**src/rtl/dma_err_pkg.sv**
```systemverilog
package dma_err_pkg;
  localparam int unsigned STS_W  = 8;
  localparam int unsigned REG_AW = 3;

  localparam int unsigned STS_PRI = 0;
  localparam int unsigned STS_LOC = 1;

  typedef enum logic [REG_AW-1:0] {
    RA_STS     = 3'd0,
    RA_MSK     = 3'd1,
    RA_PRI_ADR = 3'd2,
    RA_PRI_ID  = 3'd3,
    RA_LOC_ADR = 3'd4,
    RA_LOC_ID  = 3'd5
  } reg_addr_e;
endpackage

```
**src/rtl/dma_err_bus_track.sv**
```systemverilog
module dma_err_bus_track #(
  parameter int unsigned ADDR_W    = 32,
  parameter int unsigned CODE_W    = 5,
  parameter bit          TRACK_ALL = 1'b0
) (
  input  logic              clk_i,
  input  logic              rst_ni,
  input  logic              acc_i,
  input  logic              done_i,
  input  logic              err_i,
  input  logic [ADDR_W-1:0] addr_i,
  input  logic [CODE_W-1:0] code_i,
  input  logic              dir_i,
  input  logic              frozen_i,
  output logic [ADDR_W-1:0] addr_o,
  output logic [CODE_W-1:0] code_o,
  output logic              dir_o,
  output logic              busy_o
);
  logic              busy_q;
  logic              addr_ld;
  logic              id_ld;
  logic [ADDR_W-1:0] addr_q;
  logic [CODE_W-1:0] code_q;
  logic              dir_q;

  generate
    if (TRACK_ALL) begin : g_track
      assign addr_ld = acc_i && !frozen_i;
    end else begin : g_on_err
      assign addr_ld = err_i && !frozen_i;
    end
  endgenerate

  assign id_ld = acc_i && (!busy_q || done_i) && !frozen_i;

  always_ff @(posedge clk_i or negedge rst_ni) begin
    if (!rst_ni)     busy_q <= 1'b0;
    else if (acc_i)  busy_q <= 1'b1;
    else if (done_i) busy_q <= 1'b0;
  end

  // capture registers carry no reset value
  always_ff @(posedge clk_i) begin
    if (addr_ld) addr_q <= addr_i;
    if (id_ld) begin
      code_q <= code_i;
      dir_q  <= dir_i;
    end
  end

  assign addr_o = addr_q;
  assign code_o = code_q;
  assign dir_o  = dir_q;
  assign busy_o = busy_q;
endmodule

```
**src/rtl/dma_err_status.sv**
```systemverilog
module dma_err_status
  import dma_err_pkg::*;
#(
  parameter int unsigned NUM_SRC = 2
) (
  input  logic               clk_i,
  input  logic               rst_ni,
  input  logic [NUM_SRC-1:0] set_i,
  input  logic [STS_W-1:0]   clr_i,
  input  logic               msk_we_i,
  input  logic [STS_W-1:0]   msk_wdata_i,
  output logic [STS_W-1:0]   sts_o,
  output logic [STS_W-1:0]   msk_o,
  output logic               irq_o
);
  logic [STS_W-1:0] sts_q, msk_q, set_ext;
  logic             irq_q;

  assign set_ext = STS_W'(set_i);

  always_ff @(posedge clk_i or negedge rst_ni) begin
    if (!rst_ni) begin
      sts_q <= '0;
      msk_q <= '0;
      irq_q <= 1'b0;
    end else begin
      sts_q <= (sts_q & ~clr_i) | set_ext;  // set wins
      if (msk_we_i) msk_q <= msk_wdata_i;
      irq_q <= |(sts_q & msk_q);
    end
  end

  assign sts_o = sts_q;
  assign msk_o = msk_q;
  assign irq_o = irq_q;
endmodule

```
**src/rtl/dma_err_capture.sv**
```systemverilog
module dma_err_capture
  import dma_err_pkg::*;
#(
  parameter int unsigned ADDR_W = 32,
  parameter int unsigned CODE_W = 5,
  parameter int unsigned DATA_W = 32
) (
  input  logic              clk_i,
  input  logic              rst_ni,
  input  logic              pri_acc_i,
  input  logic              pri_done_i,
  input  logic              pri_err_i,
  input  logic [ADDR_W-1:0] pri_addr_i,
  input  logic [CODE_W-1:0] pri_code_i,
  input  logic              pri_dir_i,
  input  logic              loc_acc_i,
  input  logic              loc_done_i,
  input  logic              loc_err_i,
  input  logic [ADDR_W-1:0] loc_addr_i,
  input  logic [CODE_W-1:0] loc_code_i,
  input  logic              loc_dir_i,
  input  logic              reg_we_i,
  input  logic [REG_AW-1:0] reg_addr_i,
  input  logic [DATA_W-1:0] reg_wdata_i,
  output logic [DATA_W-1:0] reg_rdata_o,
  output logic              irq_o
);
  localparam int unsigned ID_W = CODE_W + 1;

  logic [STS_W-1:0]  sts_w, msk_w, clr_w;
  logic              msk_we_w;
  logic [ADDR_W-1:0] pri_adr_w, loc_adr_w;
  logic [CODE_W-1:0] pri_code_w, loc_code_w;
  logic              pri_dir_w, loc_dir_w;
  logic              pri_busy_w, loc_busy_w;

  assign clr_w    = (reg_we_i && reg_addr_i == RA_STS) ? reg_wdata_i[STS_W-1:0] : '0;
  assign msk_we_w = reg_we_i && reg_addr_i == RA_MSK;

  dma_err_status #(.NUM_SRC(2)) i_status (
    .clk_i       (clk_i),
    .rst_ni      (rst_ni),
    .set_i       ({loc_err_i, pri_err_i}),
    .clr_i       (clr_w),
    .msk_we_i    (msk_we_w),
    .msk_wdata_i (reg_wdata_i[STS_W-1:0]),
    .sts_o       (sts_w),
    .msk_o       (msk_w),
    .irq_o       (irq_o)
  );

  dma_err_bus_track #(.ADDR_W(ADDR_W), .CODE_W(CODE_W), .TRACK_ALL(1'b0)) i_pri (
    .clk_i    (clk_i),
    .rst_ni   (rst_ni),
    .acc_i    (pri_acc_i),
    .done_i   (pri_done_i),
    .err_i    (pri_err_i),
    .addr_i   (pri_addr_i),
    .code_i   (pri_code_i),
    .dir_i    (pri_dir_i),
    .frozen_i (sts_w[STS_PRI]),
    .addr_o   (pri_adr_w),
    .code_o   (pri_code_w),
    .dir_o    (pri_dir_w),
    .busy_o   (pri_busy_w)
  );

  dma_err_bus_track #(.ADDR_W(ADDR_W), .CODE_W(CODE_W), .TRACK_ALL(1'b1)) i_loc (
    .clk_i    (clk_i),
    .rst_ni   (rst_ni),
    .acc_i    (loc_acc_i),
    .done_i   (loc_done_i),
    .err_i    (loc_err_i),
    .addr_i   (loc_addr_i),
    .code_i   (loc_code_i),
    .dir_i    (loc_dir_i),
    .frozen_i (sts_w[STS_LOC]),
    .addr_o   (loc_adr_w),
    .code_o   (loc_code_w),
    .dir_o    (loc_dir_w),
    .busy_o   (loc_busy_w)
  );

  always_comb begin
    reg_rdata_o = '0;
    case (reg_addr_i)
      RA_STS:     reg_rdata_o[STS_W-1:0]  = sts_w;
      RA_MSK:     reg_rdata_o[STS_W-1:0]  = msk_w;
      RA_PRI_ADR: reg_rdata_o[ADDR_W-1:0] = pri_adr_w;
      RA_PRI_ID:  reg_rdata_o[ID_W-1:0]   = {pri_dir_w, pri_code_w};
      RA_LOC_ADR: reg_rdata_o[ADDR_W-1:0] = loc_adr_w;
      RA_LOC_ID:  reg_rdata_o[ID_W-1:0]   = {loc_dir_w, loc_code_w};
      default:    reg_rdata_o = '0;
    endcase
  end
endmodule

```
**config.mk**
```make
export PLATFORM = sky130hd
export DESIGN_NAME = dma_err_capture
export DESIGN_NICKNAME = d
export VERILOG_FILES = /design/src/rtl/dma_err_pkg.sv /design/src/rtl/dma_err_bus_track.sv /design/src/rtl/dma_err_status.sv /design/src/rtl/dma_err_capture.sv
export SDC_FILE = /design/constraint.sdc
export NUM_CORES = 1
export LEC_CHECK = 0
export BUFFER_PORTS_ARGS = -buffer_cell sky130_fd_sc_hd__buf_4
export CORE_MARGIN = 2
export CORE_UTILIZATION = 25
export CTS_CLUSTER_DIAMETER = 200
export DETAILED_ROUTE_END_ITERATION = 8
export GPL_ROUTABILITY_DRIVEN = 0
export PLACE_DENSITY = 0.54
export RECOVER_POWER = 25
export SETUP_SLACK_MARGIN = 0.4
export SLEW_MARGIN = 20
export SYNTH_ARGS = -nofsm -noshare
export SYNTH_HDL_FRONTEND = slang
export SYNTH_SLANG_ARGS = --single-unit
```
**constraint.sdc**
```tcl
create_clock -name clk_i -period 7.4 [get_ports clk_i]
set_input_delay 1.48 -clock clk_i [delete_from_list [all_inputs] [get_ports clk_i]]
set_output_delay 1.48 -clock clk_i [all_outputs]
set_load 0.02 [all_outputs]
```
==> impl_metrics.csv, run 1 <==
group,metric,value,unit
logic_synthesis,yosysWarnings,0,
worst_hold_path,hold_class,"flip-flop to flip-flop",
timing,period_share,57.9,%
global_routing,antenna_found_initial,0,
power_and_ir_drop,p_seq_share,52.4,%
die,row_count,44,
routing,drc,0,
worst_setup_path,worst-setup-path-type,"input port to output port",
timing,final_hold_viol_count,0,
die,dieArea,15800,µm²
routing,via_per_inst,4.36,
timing,tightest_slew,1060,ps
worst_setup_path,cp_max_fo,27,
logic_synthesis,seq_area_frac_synth,74.4,%
logic_synthesis,syn-cell-area,3710,µm²
placement,portBuffers,128,
die,start_util,25.5,%
timing,slew-limit-headroom,29.6,%
logic_synthesis,synth-main-ff-cell,"edfxtp_1",
global_routing,grt_pass1_wl,14.0,mm
timing,hold_slack,536,ps
layout,final_cells,532,
routing,dr_total_vias,2321,
flow_run,maxCapViolations,0,
logic_synthesis,synthArstFlopShare,20.0,%
worst_setup_path,arrival,2810,ps
clock_tree,clkSlewWorstSetupHoldPaths,60,ps
die,ios,153,
routing,firstDrtPassIters,4,
logic_synthesis,synth_cell_types,28,
global_routing,overflow,0,
power_and_ir_drop,switching_share,22.7,%
timing,fin_skew,5.64,ps
global_routing,grt_usage,11.9,%
worst_setup_path,r2r-start,"i_status.sts_o[1]$_DFF_PN0_",
worst_setup_path,rr_endpoint,"i_loc.code_o[0]$_DFFE_PP_",
clock_tree,cts_resized,0,
clock_tree,numCtsBuffers,9,
logic_synthesis,synth_top_area_share,61.5,%
power_and_ir_drop,p_leak,2.01,nW
power_and_ir_drop,intPower,0.887,mW
timing,tns,0,ps
timing,setup-violations-final,0,
logic_synthesis,synth_edf_count,76,
timing,slew_violations,0,
global_routing,grt_pass1_vias,2520,
worst_setup_path,startpoint,"reg_addr_i[0]",
worst_setup_path,cp-start-kind,"input port",
power_and_ir_drop,p_sw,0.260,mW
logic_synthesis,synth_area_leader_cell,"edfxtp_1",
placement,dpl.hpwl,6.23,mm
die,die_w,126,µm
logic_synthesis,synth_area_leaders,"edfxtp_1 62%, dfrtp_1 13%, a22o_1 5.9%, mux2_2 5.8%, a22oi_1 1.4%",
routing,drt-wirelength-per-cell,17.3,µm
worst_setup_path,setup.worst_path.end,"reg_rdata_o[4]",
layout,multi_input_area,888,µm²
layout,areaGrowthSynthToFinish,38.6,%
routing,ant_nets,0,
worst_setup_path,required,5920,ps
clock_tree,root_buffer,"clkbuf_16",
routing,wirelength,9.22,mm
timing,rsz0062_at_grt,"no",
clock_tree,cts.sink_count,95,
clock_tree,cts_htree_levels,3,
logic_synthesis,synth_area_per_cell,17.7,µm²
clock_tree,insertion_delay,340,ps
layout,layout_commonest_cell,"buf_4",
clock_tree,cts_setup_buffers,0,
timing,final.min_clock_period,4290,ps
clock_tree,postCtsHoldBufs,0,
layout,seqCellArea,2760,µm²
layout,fillers,1450,
die,die_h,126,µm
placement,dp_cells,516,
logic_synthesis,netlist_instances,209,
layout,antenna-diode-count,0,
layout,finalNetCount,463,
power_and_ir_drop,pwr-share-comb,10.7,%
global_routing,grt_max_degree,34,
power_and_ir_drop,power.density,223,nW/µm²
die,core,14500,µm²
worst_setup_path,r2r_setup_slack,5220,ps
layout,drive_gt1_share,50.0,%
power_and_ir_drop,ir_worst_vdd,0.113,mV
routing,first_iter_violations,76,
clock_tree,tritoncts,"built",
layout,final_core_util,35.4,%
layout,mostFrequentLayoutCells,"97 x buf_4, 76 x edfxtp_1, 35 x clkbuf_4",
logic_synthesis,yosys_register_bits,95,
outcome,outcome,"complete, no violations",
timing,max_freq,233,MHz
worst_setup_path,worstRegToRegCells,3,
power_and_ir_drop,clkPwrFrac,36.9,%
logic_synthesis,synth_nets,329,
clock_tree,cts_max_path_buffers,2,
worst_setup_path,critPathCaptureType,"output port",
worst_hold_path,min-delay-start,"i_status.msk_o[2]$_DFFE_PN0P_",
## cell type report
| type | count | share of cell area [%] |
|---|---|---|
| Sequential cell | 95 | 53.7 |
| Timing Repair Buffer | 133 | 19.4 |
| Multi-Input combinational cell | 103 | 17.3 |
| Tap cell | 184 | 4.48 |
| Clock buffer | 9 | 4.38 |
| Clock inverter | 7 | 0.779 |
| Inverter | 1 | 0.0730 |
## Yosys cell counts, types with 2 or more instances
library cell  count
a21boi_0          6
a21o_1            2
a21oi_1           3
a221oi_1          2
a22o_1           25
a22oi_1           7
a2bb2oi_1         2
a31oi_1           2
and3_1            2
buf_2             5
buf_4             3
dfrtp_1          19
edfxtp_1         76
mux2_2           19
mux2i_1           2
nand2_1           8
nor2b_1           8
nor3b_1           2
nor3b_4           2
o21ai_0           5
or2_2             2
## worst max-delay path, stage by stage
cell and delay [ps]:
buf_4 220, nor3b_4 230, buf_4 340, a22oi_1 180, o21ai_0 140, buf_4 190
## through the flow
step	cell area [µm²]	total power [mW]	setup WS [ps]
final	5140	1.15	3110
after global routing	5140	1.20	2950
after CTS	5140	1.17	3040
after detailed placement	4880	0.740	3040
after global placement	4880	0.738	3040
after floorplan	3710	0.669	3330
## per-layer routing
metal | vias up | share of wire [%] | global-route usage [%]
li1 | 1099 | - | -
met4 | 0 | 1.6 | 4.85
met5 | - | 0 | 0
met1 | 1115 | 45 | 15.5
met3 | 11 | 9.4 | 5.14
met2 | 96 | 44 | 17.4
## power groups by stage
stage	sequential (mW)	clock (mW)	combinational [mW]
floorplan	0.613	0	0.0560
global placement	0.613	0	0.125
detailed placement	0.613	0	0.126
CTS	0.602	0.440	0.127
global route	0.604	0.459	0.132
finish	0.602	0.423	0.122
## flip-flops by register name, summed over array words and instances (netlist names)
| register | flops |
|---|---|
| i_loc.addr_o | 32 |
| i_loc.busy_o | 1 |
| i_loc.code_o | 5 |
| i_loc.dir_o | 1 |
| i_pri.addr_o | 32 |
| i_pri.busy_o | 1 |
| i_pri.code_o | 5 |
| i_pri.dir_o | 1 |
| i_status.irq_o | 1 |
| i_status.msk_o | 8 |
| i_status.sts_o | 8 |
## logic make-up (layout without fill, tap and decap cells)
| group | after synthesis | count (layout) | synth area share, % |
|---|---|---|---|
| muxes | 22 | 22 | 6.92 |
| buffers and inverters | 11 | 150 | 2.09 |
| and+or+nand+nor | 27 | 27 | 5.33 |
| DFF | 95 | 95 | 74.4 |
| AOI/OAI and AO/OA | 54 | 54 | 11.3 |
## worst min-delay path by stage
stage / slack, ps / depth (start not counted) / end
floorplan: 480 / 2 / i_status.irq_o$_DFF_PN0_
global placement: 520 / 1 / i_status.msk_o[4]$_DFFE_PN0P_
detailed placement: 520 / 1 / i_status.msk_o[4]$_DFFE_PN0P_
CTS: 540 / 1 / i_status.msk_o[4]$_DFFE_PN0P_
global route: 560 / 1 / i_status.msk_o[0]$_DFFE_PN0P_
finish: 540 / 1 / i_status.msk_o[2]$_DFFE_PN0P_
(Power assumes the default switching activity.)
==> run 2, diff against run 1 <==
--- a/config.mk
+++ b/config.mk
@@ -5,6 +5,7 @@
 export SDC_FILE = /design/constraint.sdc
 export NUM_CORES = 1
 export LEC_CHECK = 0
+export ABC_AREA = 1
 export BUFFER_PORTS_ARGS = -buffer_cell sky130_fd_sc_hd__buf_4
 export CORE_MARGIN = 2
 export CORE_UTILIZATION = 25
==> constraint.sdc (replaced) <==
create_clock -name clk_i -period 4.05 [get_ports clk_i]
set_input_delay 0.81 -clock clk_i [delete_from_list [all_inputs] [get_ports clk_i]]
set_output_delay 0.81 -clock clk_i [all_outputs]
set_load 0.02 [all_outputs]
==> run 2 against run 1 <==
Via count grew 27%. Flip-flop and latch count is the same. Sequential share of layout area down 2.9 points. Hold slack lost 42 ps. Register-to-register slack got worse by 2900 ps. Critical path type unchanged.
==> impl_metrics.csv, run 2 <==
group,metric,value,unit
outcome,outcome,"complete, no violations",
routing,ant_nets,0,
placement,portBuffers,128,
placement,dpl.hpwl,7.21,mm
worst_setup_path,r2r-start,"i_status.sts_o[1]$_DFF_PN0_",
clock_tree,root_buffer,"clkbuf_16",
layout,final_cells,668,
timing,slew_violations,0,
power_and_ir_drop,pwr-share-comb,9.6,%
layout,areaGrowthSynthToFinish,39.7,%
power_and_ir_drop,fin_total_pwr,2.34,mW
die,row_count,45,
clock_tree,cts_htree_levels,3,
worst_setup_path,worst-setup-path-type,"input port to output port",
die,core,15200,µm²
die,die_w,129,µm
clock_tree,insertion_delay,340,ps
worst_setup_path,cp_max_fo,41,
timing,tns,0,ps
power_and_ir_drop,p_seq_share,46.9,%
logic_synthesis,syn-cell-area,3890,µm²
power_and_ir_drop,p_leak,2.40,nW
layout,finalNetCount,594,
logic_synthesis,synth_area_per_cell,11.2,µm²
worst_setup_path,crit_chain,"buf_4, inv_1, nand4_1, nand2_1, nor2_1, nand2_1, buf_4",
power_and_ir_drop,clkPwrFrac,43.5,%
worst_hold_path,min-delay-start,"i_status.sts_o[5]$_DFF_PN0_",
global_routing,grt_pass1_wl,16.1,mm
routing,firstDrtPassIters,4,
clock_tree,clkSlewWorstSetupHoldPaths,70,ps
routing,wirelength,10.4,mm
layout,layout_commonest_cell,"nand2_1",
logic_synthesis,synth_top_area_share,58.7,%
logic_synthesis,synth_area_leaders,"edfxtp_1 59%, dfrtp_1 12%, nand2_1 11%, nand3_1 7.1%, nand4_1 3.7%",
global_routing,overflow,0,
logic_synthesis,synth_common_cells,"117 x nand2_1, 76 x edfxtp_1, 55 x nand3_1",
layout,final_core_util,35.7,%
worst_setup_path,required,3240,ps
routing,drt-wirelength-per-cell,15.6,µm
die,ios,153,
routing,drc,0,
timing,setup-violations-final,0,
logic_synthesis,synth_area_leader_cell,"edfxtp_1",
clock_tree,cts_max_path_buffers,2,
clock_tree,cts.sink_count,95,
clock_tree,cts_resized,0,
worst_setup_path,cp-start-kind,"input port",
logic_synthesis,synth-main-ff-cell,"edfxtp_1",
logic_synthesis,synth_nets,468,
clock_tree,postCtsHoldBufs,0,
power_and_ir_drop,switching_share,20.9,%
worst_hold_path,hold_class,"flip-flop to flip-flop",
worst_setup_path,r2r_setup_slack,2330,ps
power_and_ir_drop,ir_worst_vdd,0.209,mV
worst_setup_path,critPathTopFamily,"buffers and inverters",
global_routing,antenna_found_initial,1,
die,start_util,25.6,%
timing,max_freq,304,MHz
timing,rsz0062_at_grt,"no",
power_and_ir_drop,power.density,430,nW/µm²
worst_setup_path,startpoint,"reg_addr_i[2]",
timing,slew-limit-headroom,28.2,%
logic_synthesis,synth_edf_count,76,
die,die_h,129,µm
layout,mostFrequentLayoutCells,"117 x nand2_1, 94 x buf_4, 76 x edfxtp_1",
global_routing,grt_usage,13.1,%
clock_tree,cts_setup_buffers,0,
global_routing,grt_pass1_vias,3125,
logic_synthesis,synth_cell_types,16,
clock_tree,numCtsBuffers,9,
worst_setup_path,slowest_delay,550,ps
worst_setup_path,arrival,2470,ps
timing,setup_slack,765,ps
worst_setup_path,critPathCaptureType,"output port",
flow_run,maxCapViolations,0,
die,dieArea,16600,µm²
worst_setup_path,crit_buf_inv,3,
timing,period_share,81.1,%
logic_synthesis,yosys_register_bits,95,
routing,first_iter_violations,172,
timing,tightest_slew,1080,ps
logic_synthesis,synthArstFlopShare,20.0,%
global_routing,grt_max_degree,42,
routing,via_per_inst,4.42,
layout,drive_gt1_share,32.4,%
timing,final.min_clock_period,3280,ps
logic_synthesis,synth.most_common_cell,"nand2_1",
power_and_ir_drop,intPower,1.85,mW
logic_synthesis,netlist_instances,348,
placement,dp_cells,650,
placement,place_ws,711,ps
clock_tree,tritoncts,"built",
logic_synthesis,seq_area_frac_synth,70.9,%
power_and_ir_drop,p_sw,0.488,mW
worst_setup_path,crit_slowest_cell,"inv_1",
timing,fin_skew,3.92,ps
logic_synthesis,yosysWarnings,0,
routing,dr_total_vias,2954,
timing,final_hold_viol_count,0,
==> run 2: power by group through the flow <==
stage	sequential, mW	combinational, mW	clock (mW)
after CTS	1.10	0.231	1.05
after floorplan	1.12	0.0936	0
after global placement	1.12	0.226	0
after detailed placement	1.12	0.230	0
final	1.10	0.224	1.02
after global routing	1.10	0.247	1.09
==> run 2: cells by family after synthesis <==
family,after synthesis,synth area share (%)
and+or+nand+nor,211,24.4
AOI/OAI and AO/OA,4,0.644
DFF,95,70.9
buffers and inverters,38,4.02
==> run 2: through the flow <==
step,cell area (µm²),hold slack [ps]
floorplan,3890,457
global placement,5050,476
detailed placement,5050,476
CTS,5410,328
finish,5430,494
global route,5430,520
==> run 2: final timing paths <==
kind,end,depth (start not counted)
worst min-delay path,i_status.sts_o[5]$_DFF_PN0_,2
worst min register to register,i_status.sts_o[5]$_DFF_PN0_,2
min in group asynchronous,i_status.msk_o[0]$_DFFE_PN0P_,1
worst max register to register,i_loc.code_o[4]$_DFFE_PP_,3
worst max-delay path,reg_rdata_o[2],7
max in group asynchronous,i_status.sts_o[7]$_DFF_PN0_,1
==> run 2: tightest hold or removal path, delay by kind of cell, from the launching register on <==
family	cells	cell delay, ps
flops	1	360
simple gates	1	60
buf+inv	1	40
==> run 2: area by class of cell <==
type / instances / area, µm²
Tap cell: 188 / 235
Inverter: 21 / 78.8
Sequential cell: 95 / 2760
Clock inverter: 7 / 135
Multi-Input combinational cell: 215 / 996
Clock buffer: 9 / 225
Antenna cell: 1 / 2.50
Timing Repair Buffer: 132 / 1000
Fill cell: 1524 / 9770
==> run 2: layer usage <==
| metal | vias up | track usage [%] | wire length [µm] |
|---|---|---|---|
| met5 | - | 0 | 0 |
| met2 | 109 | 21.8 | 5000 |
| li1 | 1456 | - | - |
| met3 | 13 | 5.07 | 930 |
| met1 | 1376 | 15.4 | 4310 |
| met4 | 0 | 4.99 | 161 |
